<file path="src/rtl/hirq_pkg.sv">
package hirq_pkg;
  localparam int unsigned BYTE_W = 8;
  localparam int unsigned ADDR_W = 3;
  localparam logic [ADDR_W-1:0] ADDR_STATUS = 3'd2;
  localparam logic [ADDR_W-1:0] ADDR_VECTOR = 3'd3;
  localparam logic [BYTE_W-1:0] VEC_INIT = 8'h0F;
  localparam int unsigned SB_RXF = 0;
  localparam int unsigned SB_TXE = 1;
  localparam int unsigned SB_FLAG3 = 4;
  localparam int unsigned SB_REQ = 7;

  typedef enum logic [1:0] {
    BUS_IDLE   = 2'd0,
    BUS_VECTOR = 2'd1,
    BUS_REG    = 2'd2
  } bus_src_e;
endpackage

</file>
<file path="src/rtl/hirq_req_gen.sv">
module hirq_req_gen (
  input  logic clk,
  input  logic rst_n,
  input  logic rx_full,
  input  logic tx_empty,
  input  logic rx_en,
  input  logic tx_en,
  input  logic dual_mode,
  output logic req_one,
  output logic req_tx,
  output logic req_rx
);
  logic rx_hit, tx_hit;
  logic one_d, tx_d, rx_d;

  always_comb begin
    rx_hit = rx_full & rx_en;
    tx_hit = tx_empty & tx_en;
    one_d  = ~dual_mode & (rx_hit | tx_hit);
    tx_d   = dual_mode & tx_hit;
    rx_d   = dual_mode & rx_hit;
  end

  always_ff @(posedge clk or negedge rst_n) begin
    if (!rst_n) begin
      req_one <= 1'b0;
      req_tx  <= 1'b0;
      req_rx  <= 1'b0;
    end else begin
      req_one <= one_d;
      req_tx  <= tx_d;
      req_rx  <= rx_d;
    end
  end
endmodule

</file>
<file path="src/rtl/hirq_status.sv">
module hirq_status
  import hirq_pkg::*;
#(
  parameter int unsigned DW = BYTE_W
) (
  input  logic          clk,
  input  logic          rst_n,
  input  logic          rx_full,
  input  logic          tx_empty,
  input  logic          dsp_flag3,
  input  logic          req_one,
  input  logic          req_tx,
  input  logic          req_rx,
  output logic [DW-1:0] status
);
  logic rxf_q, txe_q, flag_q;

  always_ff @(posedge clk or negedge rst_n) begin
    if (!rst_n) begin
      rxf_q  <= 1'b0;
      txe_q  <= 1'b0;
      flag_q <= 1'b0;
    end else begin
      rxf_q  <= rx_full;
      txe_q  <= tx_empty;
      flag_q <= dsp_flag3;
    end
  end

  always_comb begin
    status           = '0;
    status[SB_RXF]   = rxf_q;
    status[SB_TXE]   = txe_q;
    status[SB_FLAG3] = flag_q;
    status[SB_REQ]   = req_one | req_tx | req_rx;
  end
endmodule

</file>
<file path="src/rtl/hirq_vec.sv">
module hirq_vec
  import hirq_pkg::*;
#(
  parameter int unsigned DW = BYTE_W,
  parameter int unsigned AW = ADDR_W
) (
  input  logic          clk,
  input  logic          rst_n,
  input  logic          soft_rst,
  input  logic          host_cs,
  input  logic          host_wr,
  input  logic [AW-1:0] host_addr,
  input  logic [DW-1:0] host_wdata,
  output logic [DW-1:0] vec_q
);
  logic          wr_hit;
  logic          vec_ce;
  logic [DW-1:0] vec_d;

  always_comb begin
    wr_hit = host_cs & host_wr & (host_addr == AW'(ADDR_VECTOR));
    vec_ce = soft_rst | wr_hit;
    vec_d  = soft_rst ? DW'(VEC_INIT) : host_wdata;
  end

  always_ff @(posedge clk or negedge rst_n) begin
    if (!rst_n) begin
      vec_q <= DW'(VEC_INIT);
    end else if (vec_ce) begin
      vec_q <= vec_d;
    end
  end
endmodule

</file>
<file path="src/rtl/hirq_bus.sv">
module hirq_bus
  import hirq_pkg::*;
#(
  parameter int unsigned DW = BYTE_W,
  parameter int unsigned AW = ADDR_W
) (
  input  logic          host_cs,
  input  logic          host_rd,
  input  logic [AW-1:0] host_addr,
  input  logic          host_ack,
  input  logic          req_one,
  input  logic [DW-1:0] status,
  input  logic [DW-1:0] vec_q,
  output logic [DW-1:0] host_rdata,
  output logic          host_oe
);
  bus_src_e      src;
  logic [DW-1:0] reg_val;

  always_comb begin
    if (req_one && host_ack)      src = BUS_VECTOR;
    else if (host_cs && host_rd)  src = BUS_REG;
    else                          src = BUS_IDLE;
  end

  always_comb begin
    case (host_addr)
      AW'(ADDR_STATUS): reg_val = status;
      AW'(ADDR_VECTOR): reg_val = vec_q;
      default:          reg_val = '0;
    endcase
  end

  always_comb begin
    case (src)
      BUS_VECTOR: begin host_rdata = vec_q;   host_oe = 1'b1; end
      BUS_REG:    begin host_rdata = reg_val; host_oe = 1'b1; end
      default:    begin host_rdata = '0;      host_oe = 1'b0; end
    endcase
  end
endmodule

</file>
<file path="src/rtl/hirq_port.sv">
module hirq_port
  import hirq_pkg::*;
#(
  parameter int unsigned DW = BYTE_W,
  parameter int unsigned AW = ADDR_W
) (
  input  logic          clk,
  input  logic          rst_n,
  input  logic          soft_rst,
  input  logic          rx_full,
  input  logic          tx_empty,
  input  logic          rx_en,
  input  logic          tx_en,
  input  logic          dual_mode,
  input  logic          dsp_flag3,
  input  logic          host_cs,
  input  logic          host_rd,
  input  logic          host_wr,
  input  logic [AW-1:0] host_addr,
  input  logic [DW-1:0] host_wdata,
  input  logic          host_ack,
  output logic [DW-1:0] host_rdata,
  output logic          host_oe,
  output logic          irq_any,
  output logic          irq_tx,
  output logic          irq_rx
);
  logic [DW-1:0] status;
  logic [DW-1:0] vec_q;

  hirq_req_gen u_req (
    .clk(clk), .rst_n(rst_n), .rx_full(rx_full), .tx_empty(tx_empty),
    .rx_en(rx_en), .tx_en(tx_en), .dual_mode(dual_mode),
    .req_one(irq_any), .req_tx(irq_tx), .req_rx(irq_rx)
  );

  hirq_status #(.DW(DW)) u_stat (
    .clk(clk), .rst_n(rst_n), .rx_full(rx_full), .tx_empty(tx_empty),
    .dsp_flag3(dsp_flag3), .req_one(irq_any), .req_tx(irq_tx),
    .req_rx(irq_rx), .status(status)
  );

  hirq_vec #(.DW(DW), .AW(AW)) u_vec (
    .clk(clk), .rst_n(rst_n), .soft_rst(soft_rst), .host_cs(host_cs),
    .host_wr(host_wr), .host_addr(host_addr), .host_wdata(host_wdata),
    .vec_q(vec_q)
  );

  hirq_bus #(.DW(DW), .AW(AW)) u_bus (
    .host_cs(host_cs), .host_rd(host_rd), .host_addr(host_addr),
    .host_ack(host_ack), .req_one(irq_any), .status(status), .vec_q(vec_q),
    .host_rdata(host_rdata), .host_oe(host_oe)
  );
endmodule

</file>
<file path="config.mk">
export PLATFORM = sky130hd
export DESIGN_NAME = hirq_port
export DESIGN_NICKNAME = d
export VERILOG_FILES = /design/src/rtl/hirq_pkg.sv /design/src/rtl/hirq_req_gen.sv /design/src/rtl/hirq_status.sv /design/src/rtl/hirq_vec.sv /design/src/rtl/hirq_bus.sv /design/src/rtl/hirq_port.sv
export SDC_FILE = /design/constraint.sdc
export NUM_CORES = 1
export LEC_CHECK = 0
export ABC_CLOCK_PERIOD_IN_PS = 2750
export BUFFER_PORTS_ARGS = -buffer_cell sky130_fd_sc_hd__buf_2
export CAP_MARGIN = 20
export CORE_MARGIN = 1
export CORE_UTILIZATION = 44
export DETAILED_ROUTE_END_ITERATION = 16
export PLACE_DENSITY = 0.81
export SETUP_SLACK_MARGIN = 0.4
export SYNTH_ARGS = -nofsm -noshare
export SYNTH_HDL_FRONTEND = slang
export SYNTH_SLANG_ARGS = --single-unit
</file>
<file path="constraint.sdc">
create_clock -name clk -period 2.75 [get_ports clk]
set_input_delay 0.275 -clock clk [delete_from_list [all_inputs] [get_ports clk]]
set_output_delay 0.275 -clock clk [all_outputs]
set_load 0.02 [all_outputs]
</file>
### Word-level counts from Yosys, hierarchy flattened

Cells that the tools add are included.

* bitwise gates (word level): 12
* shifts and indexed selects: 0
* reductions and logical operators: 3
* eq/ne operators: 4
* $lt $le $gt $ge: 0
* $add $sub $neg: 0
* $mul: 0
* divide/modulo/power cells: 0
* muxes and demuxes: 6

Operators with widths (number)
* $pmux 8 s2: 2
* $mux 8: 1
* $and 1x1->1: 7
* $eq 3x2->1 const B: 2
* $mux 2: 2
* $or 1x1->1: 4
* $eq 2x1->1 const B: 1
* $eq 2x2->1 const B: 1
* $logic_and 1x1->1: 2
* $reduce_or 2->1: 1
* $mux 1: 1
* $not 1->1: 1

* ROM bits: 0
* flip-flop bits (word level): 14
* bits in latches: 0
* bits of input ports: 24
* memory bits (writable): 0
* memories kept: 0

### Logic depth before layout (Yosys ltp)

* depth in word-level cells: 6
* depth in mapped cells: 3
* mapped depth without buffers: 3

### Hierarchy

A second synthesis with hierarchy kept.

* cells, all modules: 55
* area, all modules: 700.7 µm²

Modules (own cells, without submodules)
* hirq_vec: times used 1, seq. area each 205.2 µm², cells each 21, area an instance 326.6 µm²
* hirq_status: times used 1, seq. area each 75.1 µm², cells each 12, area an instance 137.6 µm²
* hirq_bus: times used 1, seq. area each 0.0 µm², cells each 15, area an instance 136.4 µm²
* hirq_req_gen: times used 1, seq. area each 75.1 µm², cells each 7, area an instance 100.1 µm²

### Worst setup path before layout

Ideal clock, no wire load.

* path type: flip-flop to output port
* start point: register u_req.req_one
* end point: output port host_rdata[7]
* data arrival time: 1337 ps
* path slack: 1138 ps
* buffers on the path: 0
* required time: 2475 ps
* stages on the path, launching flop included: 4
* cells stage by stage: dfrtp_1 -> and2_1 -> o31a_2 -> o2bb2ai_1

* word-level cells in the longest chain between the ends: 4
* elaborated cells on any way between the ends: 8
* those cells by class: eq/ne (2); mux (3); bitwise (2); reduce/logical (1)

RTL lines
* start, declared: RTL line hirq_req_gen.sv:9 `output logic req_one,`
* start signal, assigned: RTL line hirq_req_gen.sv:30 `req_one <= one_d;`
* $or 1x1->1 or $logic_and 1x1->1 (tied branches): RTL line hirq_status.sv:35, hirq_bus.sv:21
* $or 1x1->1 or $mux 2 (tied branches): RTL line hirq_status.sv:35, hirq_bus.sv:21
* $pmux 8 s2 (tied with other cells): RTL line hirq_bus.sv:27 `case (host_addr)`
* $pmux 8 s2 *: RTL line hirq_bus.sv:35 `case (src)`
* end, declared: RTL line hirq_port.sv:22 `output logic [DW-1:0] host_rdata,`

Mark *: on every way between the ends. The rest lies on a longest branch, timed or not.

### Worst setup path after layout

* start point: register u_req.req_one
* end point: output port host_rdata[0]

* word-level cells in the longest chain between the ends: 4
* elaborated cells on any way between the ends: 5
* those cells by class: eq/ne (2); mux (2); reduce/logical (1)

RTL lines
* $logic_and 1x1->1 *: RTL line hirq_bus.sv:21 `if (req_one && host_ack) src = BUS_VECTOR;`
* $mux 2 *: RTL line hirq_bus.sv:21
* $eq 2x2->1 or $eq 2x1->1 (tied branches): RTL line hirq_bus.sv:35
* $pmux 8 s2 *: RTL line hirq_bus.sv:35

Marks and branches as above.

==> flow_metrics.env <==
export IMPL_critPathKind="reg -> out"
export IMPL_numCtsBuffers=3
export IMPL_synthMuxAreaShare_pct=0
export IMPL_first_iter_violations=9
export IMPL_post_route_period_util_pct=68.0
export IMPL_critPathMaxFanout=5
export IMPL_clk_pin_slew_ns=0.08
export IMPL_n_antenna_cell=0
export IMPL_grt_usage_pct=19.7
export IMPL_antenna_found_initial=0
export IMPL_synth_fa_ha_area_share_pct=0
export IMPL_ys_top_cells_by_area="dfrtp_1 41%, dfstp_2 17%, a22o_1 9.9%, o22a_2 6.5%, and2_1 5.1%"
export IMPL_drive_gt1_share_pct=59.8
export IMPL_ys_warn_count=0
export IMPL_io_pins=36
export IMPL_grt_pass1_vias=486
export IMPL_synth_simple_area_share_pct=16.8
export IMPL_dieArea_um2=1560
export IMPL_critPathSlowestCell="dfrtp_1"
export IMPL_syn_avg_cell_area_um2=13.1
export IMPL_wl_per_cell_um=13.1
export IMPL_rsz0062_at_grt="no"
export IMPL_finalSetupViolCount=0
export IMPL_synth_top_area_cell="dfrtp_1"
export IMPL_synth_seq_cells=14
export IMPL_p_sw_uw=95.4
export IMPL_crit_buf_inv=1
export IMPL_arrival_ns=1.60
export IMPL_grt_pass1_wl_um=1990
export IMPL_synth_compound_area_share_pct=25.6
export IMPL_run_status="finished clean"
export IMPL_slew_viol_final=0
export IMPL_start_kind="register"
export IMPL_fmax_mhz=535
export IMPL_ctsHoldBuffers=1
export IMPL_hold_class="in -> reg"
export IMPL_intPower_uw=321
export IMPL_synth_seq_area_share_pct=57.6
export IMPL_dpl_cell_count=97
export IMPL_synth_cells=47
export IMPL_worst_slew_pin_slew_ns=0.393
export IMPL_first_pass_iters=2
export IMPL_gr_total_overflow=0
export IMPL_required_ns=2.48
export IMPL_combPwrFrac_pct=14.5
export IMPL_cts_sinks=14
export IMPL_drcViolationCount=0
export IMPL_post_cts_repair_setup_buffers=0
export IMPL_synthDistinctLibCells=19
export IMPL_cts_buffer_depth=2
export IMPL_ff2ff_path_depth=1
export IMPL_start_util_pct=47.4
export IMPL_crit_chain="and2_1, nor3_1, a22o_1, buf_2"
export IMPL_hold_depth=1
export IMPL_die_h_um=39.4
export IMPL_vdd_drop_max_mv=0.410
export IMPL_synth_top_area_share_pct=40.6
export IMPL_final_nets=112
export IMPL_synth_xor_area_share_pct=0
export IMPL_core_area_um2=1300
export IMPL_final_common_cell="buf_2"
export IMPL_synth_nets=71
export IMPL_hold_viol_final=0
export IMPL_period_minus_slack_ns=1.87
export IMPL_synth_area_um2=617
export IMPL_place_congestion=0.660
export IMPL_finalSetupTns_ns=0
export IMPL_slew_headroom_pct=73.6
export IMPL_cts_htree_levels=1
export IMPL_grt_max_degree=15
export IMPL_vias=539
export IMPL_clk_latency_ns=0.27
export IMPL_num_rows=13
export IMPL_via_per_inst=5.28
export IMPL_layout_cells_non_filler=102
export IMPL_cts_tree="yes"
export IMPL_cts_root_buf="clkbuf_4"
export IMPL_io_buffer_count=35
export IMPL_p_sw_share_pct=22.9
export IMPL_die_x_um=39.4
export IMPL_layout_common_cells="35 x buf_2, 10 x dfrtp_1, 7 x a22o_1"
export IMPL_num_fill_cells=117
export IMPL_ant_nets=0
export IMPL_wl_um=1340
export IMPL_power_frac_seq_pct=51.5
export IMPL_syn2layout_area_growth_pct=38.9
export IMPL_synth_top_family_by_area="compound AO/OA/AOI/OAI gates"
export IMPL_critPathTopFamily="simple AND/OR/NAND/NOR gates"
export IMPL_p_clk_share_pct=34.0
export IMPL_powerDensity_nw_per_um2=486
export IMPL_cpPeakStageDelay_ns=0.39
export IMPL_max_cap_viol_count=0
export IMPL_post_cts_resized=0
export IMPL_leakagePower_uw=0.000451
export IMPL_crit_cells=4
export IMPL_clock_skew_ns=0
export IMPL_end_kind="primary output"
==> cells in the mapped netlist <==
library cell  count
dfrtp_1          10
a22o_1            7
and2_1            5
dfstp_2           4
o22a_2            4
a21o_2            2
and3_1            2
nor3_1            2
a21o_1            1
a21oi_1           1
a22oi_1           1
and3b_4           1
and4b_4           1
nand2_1           1
nand3b_1          1
nand4b_1          1
nor2_1            1
o2bb2ai_1         1
o31a_2            1
==> cell families after synthesis <==
group	after synthesis
and+or+nand+nor	15
DFF	14
AOI/OAI and AO/OA	18
==> per-stage QoR <==
stage | cell area, um^2 | util [%] | power, uW | worst slack [ns] | hold slack [ns]
floorplan | 617 | - | 245 | 1.14 | -0.0206
global placement | 811 | 62.3 | 276 | 1.22 | 0.177
detailed placement | 811 | 62.3 | 278 | 1.17 | 0.176
CTS | 857 | 65.9 | 422 | 0.870 | 0.101
global route | 857 | 65.9 | 438 | 0.773 | 0.0960
finish | 857 | 65.9 | 416 | 0.880 | 0.111
==> metal layers <==
| metal | track usage, % | vias up | part of all wire, % |
|---|---|---|---|
| met5 | 0 | - | 0 |
| met4 | 12.9 | 0 | 0.90 |
| met3 | 1.70 | 2 | 4.2 |
| met2 | 31.6 | 16 | 51 |
| met1 | 24.9 | 253 | 43 |
| li1 | - | 268 | - |
==> cell type report <==
type	count	area, um^2	area share, %
Sequential cell	14	355	41.5
Multi-Input combinational cell	33	262	30.5
Timing Repair Buffer	36	185	21.6
Tap cell	15	18.8	2.19
Clock buffer	4	36.3	4.23
==> registers in the layout, indices dropped and copies added, names as in the netlist <==
register / count
u_vec.vec_q: 8
u_stat.txe_q: 1
u_req.req_tx: 1
u_req.req_rx: 1
u_stat.flag_q: 1
u_stat.rxf_q: 1
u_req.req_one: 1
==> power groups by stage <==
stage / sequential [uW] / clock (uW) / combinational (uW)
global placement: 218 / 0 / 58.2
floorplan: 221 / 0 / 24.2
detailed placement: 219 / 0 / 59.4
global route: 216 / 156 / 66.1
finish: 215 / 141 / 60.3
CTS: 215 / 147 / 60.8
==> final timing paths <==
kind,startpoint,to,slack [ns]
worst max-delay path,u_req.req_one,host_rdata[0],0.88
worst min-delay path,dsp_flag3,u_stat.flag_q,0.11
worst max register to register,u_vec.vec_q[7],u_vec.vec_q[7],2.04
worst min register to register,u_vec.vec_q[6],u_vec.vec_q[6],0.51
max in group asynchronous,rst_n,u_vec.vec_q[1],2.04
min in group asynchronous,rst_n,u_vec.vec_q[5],0.43
(Power assumes the default switching activity.)
